==> config.mk <==
export PLATFORM = sky130hd
export DESIGN_NAME = rx_idle_timeout
export DESIGN_NICKNAME = d
export VERILOG_FILES = /design/src/rtl/rxto_pkg.sv /design/src/rtl/rxto_countdown.sv /design/src/rtl/rxto_status.sv /design/src/rtl/rx_idle_timeout.sv
export SDC_FILE = /design/constraint.sdc
export NUM_CORES = 1
export LEC_CHECK = 0
export BUFFER_PORTS_ARGS = -buffer_cell sky130_fd_sc_hd__buf_2
export CAP_MARGIN = 20
export CORE_AREA = 2 2 39 41
export CTS_CLUSTER_DIAMETER = 100
export DETAILED_ROUTE_END_ITERATION = 8
export DIE_AREA = 0 0 41 43
export GPL_ROUTABILITY_DRIVEN = 0
export GPL_TIMING_DRIVEN = 0
export PLACE_DENSITY = 0.57
export SLEW_MARGIN = 20
export SYNTH_ARGS = -nofsm -noshare
export SYNTH_HDL_FRONTEND = slang
export SYNTH_SLANG_ARGS = --single-unit
==> constraint.sdc <==
create_clock -name clk -period 4.2 [get_ports clk]
set_clock_uncertainty 0.2 [all_clocks]
set_input_delay 0.63 -clock clk [delete_from_list [all_inputs] [get_ports clk]]
set_output_delay 0.63 -clock clk [all_outputs]
set_load 0.02 [all_outputs]
==> src/rtl/rxto_pkg.sv <==
package rxto_pkg;
   function automatic int unsigned cnt_width(input int unsigned ticks);
      return $clog2(ticks + 1);
   endfunction
endpackage

==> src/rtl/rxto_countdown.sv <==
module rxto_countdown #(
   parameter int unsigned TICKS = 32,
   parameter int unsigned CNT_W = rxto_pkg::cnt_width(TICKS)
) (
   input  logic             clk,
   input  logic             rst_n,
   input  logic             bit_tick,
   input  logic             fifo_wr,
   input  logic             fifo_empty,
   input  logic             clr_w1c,
   output logic [CNT_W-1:0] cnt,
   output logic             expire
);
   localparam logic [CNT_W-1:0] FULL = CNT_W'(TICKS);
   localparam logic [CNT_W-1:0] ONE  = CNT_W'(1);

   logic reload;
   logic at_zero;

   assign at_zero = (cnt == '0);
   // the last tick of a count with data present and no refresh
   assign expire  = bit_tick && (cnt == ONE) && !fifo_wr && !fifo_empty;
   // empty holds full length, a write refreshes, a clear after expiry re-arms
   assign reload  = fifo_empty || fifo_wr || (clr_w1c && at_zero);

   always_ff @(posedge clk or negedge rst_n) begin
      if (!rst_n) begin
         cnt <= FULL;
      end else if (reload) begin
         cnt <= FULL;
      end else if (bit_tick && !at_zero) begin
         cnt <= cnt - ONE;
      end
   end
endmodule

==> src/rtl/rxto_status.sv <==
module rxto_status (
   input  logic clk,
   input  logic rst_n,
   input  logic expire,
   input  logic clr_w1c,
   input  logic fifo_empty,
   output logic raw_stat
);
   always_ff @(posedge clk or negedge rst_n) begin
      if (!rst_n) begin
         raw_stat <= 1'b0;
      end else if (expire) begin
         raw_stat <= 1'b1;
      end else if (clr_w1c || fifo_empty) begin
         raw_stat <= 1'b0;
      end
   end
endmodule

==> src/rtl/rx_idle_timeout.sv <==
module rx_idle_timeout #(
   parameter int unsigned TICKS   = 32,
   parameter bit          IRQ_REG = 1'b0
) (
   input  logic clk,
   input  logic rst_n,
   input  logic bit_tick,
   input  logic fifo_wr,
   input  logic fifo_empty,
   input  logic clr_w1c,
   input  logic mask_en,
   output logic raw_stat,
   output logic irq
);
   localparam int unsigned CNT_W = rxto_pkg::cnt_width(TICKS);

   initial begin
      if (TICKS < 2) $error("rx_idle_timeout: TICKS must be at least 2");
   end

   logic [CNT_W-1:0] cnt;
   logic             expire;

   rxto_countdown #(.TICKS(TICKS), .CNT_W(CNT_W)) u_cnt (
      .clk(clk), .rst_n(rst_n), .bit_tick(bit_tick), .fifo_wr(fifo_wr),
      .fifo_empty(fifo_empty), .clr_w1c(clr_w1c), .cnt(cnt), .expire(expire)
   );

   rxto_status u_stat (
      .clk(clk), .rst_n(rst_n), .expire(expire), .clr_w1c(clr_w1c),
      .fifo_empty(fifo_empty), .raw_stat(raw_stat)
   );

   generate
      if (IRQ_REG) begin : g_irq_reg
         always_ff @(posedge clk or negedge rst_n) begin
            if (!rst_n) irq <= 1'b0;
            else        irq <= raw_stat && mask_en;
         end
      end else begin : g_irq_comb
         assign irq = raw_stat && mask_en;
      end
   endgenerate
endmodule

# After elaboration in Yosys (flattened, before gate mapping)

Index checks and enable logic that the tools add are counted.

Output and inout bits: 2
Bits in writable memories: 0
Flip-flop bits (word level): 7
Memories: 0
Latch bits: 0
Memory bits (read-only): 0

Bitwise logic cells: 0
$lt $le $gt $ge: 0
Multiplexer cells: 4
Multipliers: 0
Reduce and logical (&&, ||, !) cells: 15
Eq/ne operators: 1
Shifts and indexed selects: 0
Divide/modulo/power cells: 0
Add/sub/neg operators: 1

Operators with widths:

| operator                                         | number |
|---|---|
| two-way mux 6 bit                                | 2 |
| == test 6 x 1 -> 1 bit, second input constant    | 1 |
| logical AND 1 bit                                | 6 |
| logical NOT 6 bit                                | 1 |
| subtractor 6 x 1 -> 6 bit, second input constant | 1 |
| nonzero test 2 bit                               | 2 |
| logical NOT 1 bit                                | 3 |
| logical OR 1 bit                                 | 3 |
| two-way mux 1 bit                                | 2 |

# Depth between registers and ports, before layout

Gate-level depths: netlist of run 1.

Depth after elaboration: 5
Depth in mapped cells: 5

# Cells and area by module

A second synthesis of run 1 with hierarchy kept.

Cells, all modules: 48
Area, all modules: 456.7 µm²

Modules (own cells, without submodules):

| module          | sequential area each (µm²) | cells an instance | area each (µm²) | instances |
|---|---|---|---|---|
| rxto_countdown  | 151.4                      | 44                | 414.1           | 1 |
| rxto_status     | 25.0                       | 3                 | 36.3            | 1 |
| rx_idle_timeout | 0.0                        | 1                 | 6.3             | 1 |

# Least setup slack after synthesis of run 1

No wires, ideal clock.

Path kind: register -> register
Start point: register u_cnt.cnt[0]
End point: register u_cnt.cnt[4]
Buffers on the path: 0
Library setup time: 77 ps
Data required time: 3923 ps
Clock period less this slack: 1715 ps
Setup slack: 2485 ps
Data arrival time: 1438 ps
Cell stages (with the launch flop): 6
Cell sequence: dfrtp_1 inv_1 ha_1 nor2b_1 or4_1 a21oi_1

Word-level cells in the longest chain between the ends: 4
Elaborated cells between the ends (all ways): 9

Ends and longest elaborated chain:

| item                                                                              | line                 | RTL |
|---|---|---|
| from (decl)                                                                       | rxto_countdown.sv:11 | `output logic [CNT_W-1:0] cnt,` |
| from (signal assigned)                                                            | rxto_countdown.sv:32 | `cnt <= cnt - ONE;` |
| parallel branches: the longest is 4 deep, another holds subtractor 6 x 1 -> 6 bit | -                    |  |

Parallel ways; which one is timed is not known. The select of a mux whose other input is x is not followed.
A chain may end at the register's enable or synchronous reset.

# Final worst setup path of run 1

Same ends and word-level chain as after synthesis.

==> results_dict.tcl, run 1 <==
set metrics [dict create \
    status "finished with violations" \
    violations "negative hold slack" \
    die_h_um 43 \
    cts_buffers 3 \
    routed_wl_mm 1.01 \
    relSlewSlack_pct 55.7 \
    cp.buffers_inverters 1 \
    grt-ovfl-total 0 \
    ys_warn_count 0 \
    synth_cell_types 28 \
    pwr-share-seq_pct 44.1 \
    cts_tree "built" \
    final_common_cell "buf_2" \
    r2r_slack_ns 2.32 \
    grt_max_degree 8 \
    first_pass_iters 4 \
    grt_setup_unrepaired "no" \
    die_x_um 41 \
    clk_latency_ns 0.25 \
    r2r_cells 5 \
    r2r-end "u_cnt.cnt[4]" \
    via_count 429 \
    post-route-period-util_pct 44.9 \
    finalSetupViolCount 0 \
    postSynthAreaPerCell_sq_um 9.49 \
    htreeDepth 1 \
    io_pins 9 \
    synth_top_area_share_pct 33.0 \
    dieArea_sq_um 1760 \
    n_antenna_cell 0 \
    slowest_stage "or4_1" \
    syn-num-nets 58 \
    hold-worst-slack_ns -0.00200 \
    clk_path_buf_depth 2 \
    via_per_inst 5.64 \
    final_nets 71 \
    p_clk_share_pct 37.1 \
    combPwrFrac_pct 18.8 \
    switching_power_mw 0.0488 \
    cp.arrival_ns 1.86 \
    fmax_ghz 0.531 \
    path_cells "inv_1 > ha_1 > nor2b_1 > or4_1 > a21oi_1" \
    vdd_drop_max_uv 150 \
    post_cts.resized_instances 0 \
    io_buffers 8 \
    wl_per_cell_um 13.3 \
    syn_inst 48 \
    timing_worst_setup_path_type "reg2reg" \
    r2r-start "u_cnt.cnt[0]" \
    cts_hold_buf 0 \
    root_buffer "clkbuf_4" \
    ant_nets 0 \
    global_route.usage.total_pct 13.9 \
    hp-class "in2async" \
    syn2layout_area_growth_pct 19.0 \
    drv_cap 0 \
    synth.yosys.seq_area_share_pct 38.7 \
    ys_ff_latch 7 \
    finalCriticalPeriod_ns 1.88 \
    drc 0 \
    drt-initial-drc-count 12 \
    hpwlAfterDp_um 759 \
    cts.sinks 7 \
    antenna_found_initial 0 \
    critPathMaxStageDelay_ns 0.50 \
    critPathTopFamily "simple AND/OR/NAND/NOR gates" \
    mostFrequentLayoutCells "8 x buf_2, 6 x dfrtp_1, 4 x nand2_1, 4 x a21oi_1" \
    p_sw_share_pct 28.5 \
    post_cts_buffers 0 \
    critPathCaptureType "register" \
    synth.area.top_cells "dfrtp_1 33%, ha_1 8.2%, dfstp_2 5.8%, a21oi_1 4.4%, mux2i_1 4.4%" \
    core_region_area_sq_um 1380 \
    cp.required_ns 4.18 \
    drv_slew 0 \
    post_synth_instance_area_sq_um 455 \
    num_rows 14 \
    yosysTopAreaCell "dfrtp_1" \
    grt_pass1_wl_mm 1.61 \
    grt_pass1_vias 343 \
    tightest_slew_ns 0.660 \
    p_leak_nw 0.252 \
    crit_path_max_fanout 5 \
    hold_viol 3 \
    power_density_nw_per_um2 316 \
    initial_utilization_pct 32.9 \
    drive_above_1_share_pct 28.3 \
    postLayoutCellArea_sq_um 542 \
    p_int_mw 0.122 \
    worst_setup_path_start_kind "register" \
    post_dp_cell_area_sq_um 515 \
    clk_pin_slew_ns 0.06 \
    tns_ns 0 \
]
==> logic make-up (layout without fill, tap and decap cells) <==
| logic type | after synthesis | count (layout) | synth area share [%] |
|---|---|---|---|
| DFF | 7 | 7 | 38.7 |
| adders and majority gates | 3 | 3 | 8.24 |
| buffers and inverters | 3 | 15 | 2.47 |
| AOI/OAI and AO/OA | 13 | 13 | 20.3 |
| muxes | 2 | 2 | 4.40 |
| and+or+nand+nor | 20 | 20 | 25.8 |
==> through the flow <==
step           instances  util (%)  hold slack (ns)  power (mW)  worst slack [ns]
2_1_floorplan         48         -            0.134      0.0975              2.48
4_1_cts               76      39.2          0.00431       0.173              2.32
5_1_grt               76      39.2          0.00572       0.182              2.21
3_5_place_dp          72      37.3            0.278       0.109              2.29
6_report              76      39.2         -0.00200       0.171              2.32
3_3_place_gp          72      37.3            0.275       0.108              2.30
==> Yosys cell counts <==
library cell / count
a211o_1: 1
a211o_2: 1
a21boi_0: 1
a21oi_1: 4
a311oi_1: 1
a32oi_1: 1
and2_1: 1
and3_1: 1
dfrtp_1: 6
dfstp_2: 1
ha_1: 3
inv_1: 3
mux2i_1: 2
nand2_1: 4
nand2b_1: 1
nand3b_1: 1
nand4_1: 1
nor2_1: 3
nor2b_1: 1
nor3_1: 1
o2111ai_1: 1
o211ai_1: 2
o21ai_0: 1
or2_2: 2
or3_1: 1
or3_2: 1
or4_1: 1
or4b_4: 1
==> flip-flops by register name, indices dropped and copies added (netlist names) <==
register         cells
u_cnt.cnt            6
u_stat.raw_stat      1
==> per-layer routing <==
metal | part of all wire (%) | track usage (%) | up-vias | wire length [um]
li1 | - | - | 204 | -
met1 | 47 | 19.7 | 207 | 474
met2 | 46 | 17.8 | 16 | 463
met3 | 6.0 | 6.28 | 2 | 61
met4 | 1.4 | 6.00 | 0 | 14
met5 | 0 | 0 | - | 0
==> how the worst max path moves through the flow <==
stage                  from            to  slack, ns  cells after the start
4_1_cts        u_cnt.cnt[0]  u_cnt.cnt[4]       2.32                      5
3_5_place_dp       bit_tick  u_cnt.cnt[3]       2.29                      4
6_report       u_cnt.cnt[0]  u_cnt.cnt[4]       2.32                      5
2_1_floorplan      bit_tick  u_cnt.cnt[3]       2.48                      3
3_3_place_gp       bit_tick  u_cnt.cnt[3]       2.30                      4
5_1_grt        u_cnt.cnt[2]  u_cnt.cnt[0]       2.21                      3
==> power by group through the flow <==
| stage | clock network (mW) | registers (mW) | logic [mW] |
|---|---|---|---|
| 3_5_place_dp | 0 | 0.0766 | 0.0321 |
| 2_1_floorplan | 0 | 0.0753 | 0.0221 |
| 5_1_grt | 0.0690 | 0.0761 | 0.0365 |
| 6_report | 0.0635 | 0.0755 | 0.0322 |
| 3_3_place_gp | 0 | 0.0765 | 0.0316 |
| 4_1_cts | 0.0655 | 0.0754 | 0.0322 |
==> worst register-to-register path: cells and delay by family, from the launching register on <==
kind                     cells  cell delay (ns)
AO/OA/AOI/OAI                1             0.13
flip-flops                   1             0.44
AND/OR/NAND/NOR              2             0.68
buffers and inverters        1             0.11
adder cells (fa/ha/maj)      1             0.25
==> cell type report <==
class / count / area (sq um)
timing repair buffer: 8 / 40.0
sequential: 7 / 176
tap: 16 / 20.0
fill: 142 / 842
clock buffer: 4 / 26.3
inverter: 3 / 11.3
multi-input combinational: 38 / 268
No activity file was read; power rests on OpenSTA's default activity.
==> run 2: changes to the inputs <==
--- a/config.mk
+++ b/config.mk
@@ -5,6 +5,7 @@
 export SDC_FILE = /design/constraint.sdc
 export NUM_CORES = 1
 export LEC_CHECK = 0
+export ABC_AREA = 1
 export BUFFER_PORTS_ARGS = -buffer_cell sky130_fd_sc_hd__buf_2
 export CAP_MARGIN = 20
 export CORE_AREA = 2 2 39 41
@@ -13,7 +14,7 @@
 export DIE_AREA = 0 0 41 43
 export GPL_ROUTABILITY_DRIVEN = 0
 export GPL_TIMING_DRIVEN = 0
-export PLACE_DENSITY = 0.57
+export PLACE_DENSITY = 0.61
 export SLEW_MARGIN = 20
 export SYNTH_ARGS = -nofsm -noshare
 export SYNTH_HDL_FRONTEND = slang
==> constraint.sdc (replaced) <==
create_clock -name clk -period 1.95 [get_ports clk]
set_clock_uncertainty 0.2 [all_clocks]
set_input_delay 0.2925 -clock clk [delete_from_list [all_inputs] [get_ports clk]]
set_output_delay 0.2925 -clock clk [all_outputs]
set_load 0.02 [all_outputs]
==> results_dict.tcl, run 2 <==
set metrics [dict create \
    synth_top_area_share_pct 29.7 \
    largest_register_ffs 6 \
    final_nets 96 \
    vdd_drop_max_uv 337 \
    root_buffer "clkbuf_4" \
    synth-edff-count 0 \
    syn-num-nets 82 \
    dp_slack_ns 0.441 \
    antenna_found_initial 0 \
    setup_ws_ns 0.422 \
    cp.buffers_inverters 2 \
    synth_most_common_cell "nand2_1" \
    wl_per_cell_um 10.2 \
    die_x_um 41 \
    drc 0 \
    finalCriticalPeriod_ns 1.53 \
    r2r-start "u_cnt.cnt[0]" \
    synth_ff_type "dfrtp_1" \
    power_density_nw_per_um2 625 \
    seq_area_sq_um 176 \
    status "completed" \
    hpwlAfterDp_um 777 \
    hp-class "in2reg" \
    routed_wl_mm 1.03 \
    path_cells "inv_1 > ha_1 > nand3_2 > buf_6 > o21ai_2 > nor2_1" \
    io_buffers 8 \
    postLayoutCellArea_sq_um 602 \
    slowest_stage "dfrtp_1" \
    synthArstFlopShare_pct 100 \
    synth_cell_types 17 \
    die_h_um 43 \
    finalPower_mw 0.376 \
    top_regs "u_cnt.cnt (6), u_stat.raw_stat (1)" \
    multiInputGateArea_sq_um 264 \
    post-route-period-util_pct 78.4 \
    crit_start "u_cnt.cnt[0]" \
    drt-initial-drc-count 14 \
    grt_pass1_wl_mm 1.61 \
    postSynthAreaPerCell_sq_um 7.02 \
    crit_path_max_fanout 10 \
    post_synth_instance_area_sq_um 505 \
    dieArea_sq_um 1760 \
    ys_ff_latch 7 \
    final_util_pct 43.5 \
    cts_buffers 3 \
    dp.cells 96 \
    final_common_cell "nand2_1" \
    clk_path_buf_depth 2 \
    syn2layout_area_growth_pct 19.1 \
    grt_max_degree 11 \
    grt_pass1_vias 419 \
    drv_cap 0 \
    tns_ns 0 \
    clk_pin_slew_ns 0.05 \
    fmax_ghz 0.654 \
    largest_register "u_cnt.cnt" \
    via_per_inst 4.60 \
    critPathMaxStageDelay_ns 0.41 \
    finalSetupViolCount 0 \
    netlist_top_cells_count "17 x nand2_1, 10 x inv_1, 8 x nand3_1, 8 x nor2_1, 6 x dfrtp_1" \
    grt_setup_unrepaired "no" \
    cts.sinks 7 \
    timing_worst_setup_path_type "reg2reg" \
    synth.yosys.seq_area_share_pct 34.9 \
    global_route.usage.total_pct 13.8 \
    critPathTopFamily "flip-flops" \
    num_rows 14 \
    io_pins 9 \
    relSlewSlack_pct 85.2 \
    hold-worst-slack_ns 0.119 \
    cp.required_ns 1.88 \
    hold_viol 0 \
    initial_utilization_pct 36.5 \
    p_leak_nw 0.341 \
    yosysTopAreaCell "dfrtp_1" \
    post_dp_cell_area_sq_um 566 \
    htreeDepth 1 \
    ant_nets 0 \
    syn_inst 72 \
    cts_tree "built" \
    core_region_area_sq_um 1380 \
    via_count 465 \
    fillers 146 \
    synth.area.top_cells "dfrtp_1 30%, nand2_1 13%, nand3_1 7.9%, ha_1 7.4%, inv_1 7.4%" \
    first_pass_iters 4 \
    holdCritStartpoint "fifo_empty" \
    drive_above_1_share_pct 28.2 \
    tightest_slew_ns 0.222 \
    layout.cells.non_filler 101 \
    ys_warn_count 0 \
    grt-ovfl-total 0 \
    clk_latency_ns 0.25 \
    worst_setup_path_start_kind "register" \
    cp.arrival_ns 1.46 \
    n_antenna_cell 0 \
    drv_slew 0 \
    critPathCaptureType "register" \
    mostFrequentLayoutCells "17 x nand2_1, 10 x inv_1, 9 x buf_2" \
]
==> run 2: cell types whose count changed after synthesis, sizes merged, moves of 3 or more <==
cell and change:
nand4 +3, a21oi -3, inv +10, nand3 +9
nand2 +13, nor2 +10
==> run 2: cells by family (layout without fill, tap and decap cells) <==
| logic type | count (synthesis) | in the layout | synth area share [%] |
|---|---|---|---|
| compound gates | 3 | 3 | 3.71 |
| flops | 7 | 7 | 34.9 |
| fa+ha+maj | 3 | 3 | 7.43 |
| simple gates | 44 | 44 | 41.1 |
| buf+inv | 15 | 28 | 12.9 |
==> run 2: metal layers <==
metal	track usage, %	wire length (um)
met4	4.00	10
met3	7.85	74
met5	0	0
met1	15.3	482
met2	21.6	458
==> run 2: path summary, 6_finish.rpt <==
path	slack [ns]	cells after the start	to
min in group asynchronous	0.21	2	u_stat.raw_stat
setup reg to reg	0.42	6	u_cnt.cnt[0]
hold reg to reg	0.29	2	u_cnt.cnt[5]
setup / recovery	0.42	6	u_cnt.cnt[0]
hold / removal	0.12	4	u_stat.raw_stat
max in group asynchronous	1.11	2	u_cnt.cnt[5]
==> run 2: worst register-to-register path, delay by kind of cell, from the launching register on <==
family                     cells  cell delay [ns]
and+or+nand+nor                2             0.18
adders and majority gates      1             0.18
DFF                            1             0.41
AOI/OAI and AO/OA              1             0.14
buffers and inverters          2             0.31
==> run 2: what timing repair did <==
item / 4_1_cts / 5_1_grt
hold buffers: 1 / 0
endpoints found under the hold margin: 7 / 0
setup buffers: 0 / 0
gates resized for setup: 0 / 0
==> run 2: power by group <==
group,internal (mW),switching (mW),total [mW]
logic,0.0336,0.0535,0.0871
clock network,0.0779,0.0509,0.129
registers,0.154,0.00627,0.160
==> run 2: final cells by class <==
cell class	instances	area share, %
Tap cell	16	3.33
Sequential cell	7	29.3
Inverter	13	8.11
Clock buffer	4	4.37
Buffer	2	2.70
Multi-Input combinational cell	50	43.9
Timing Repair Buffer	9	8.32
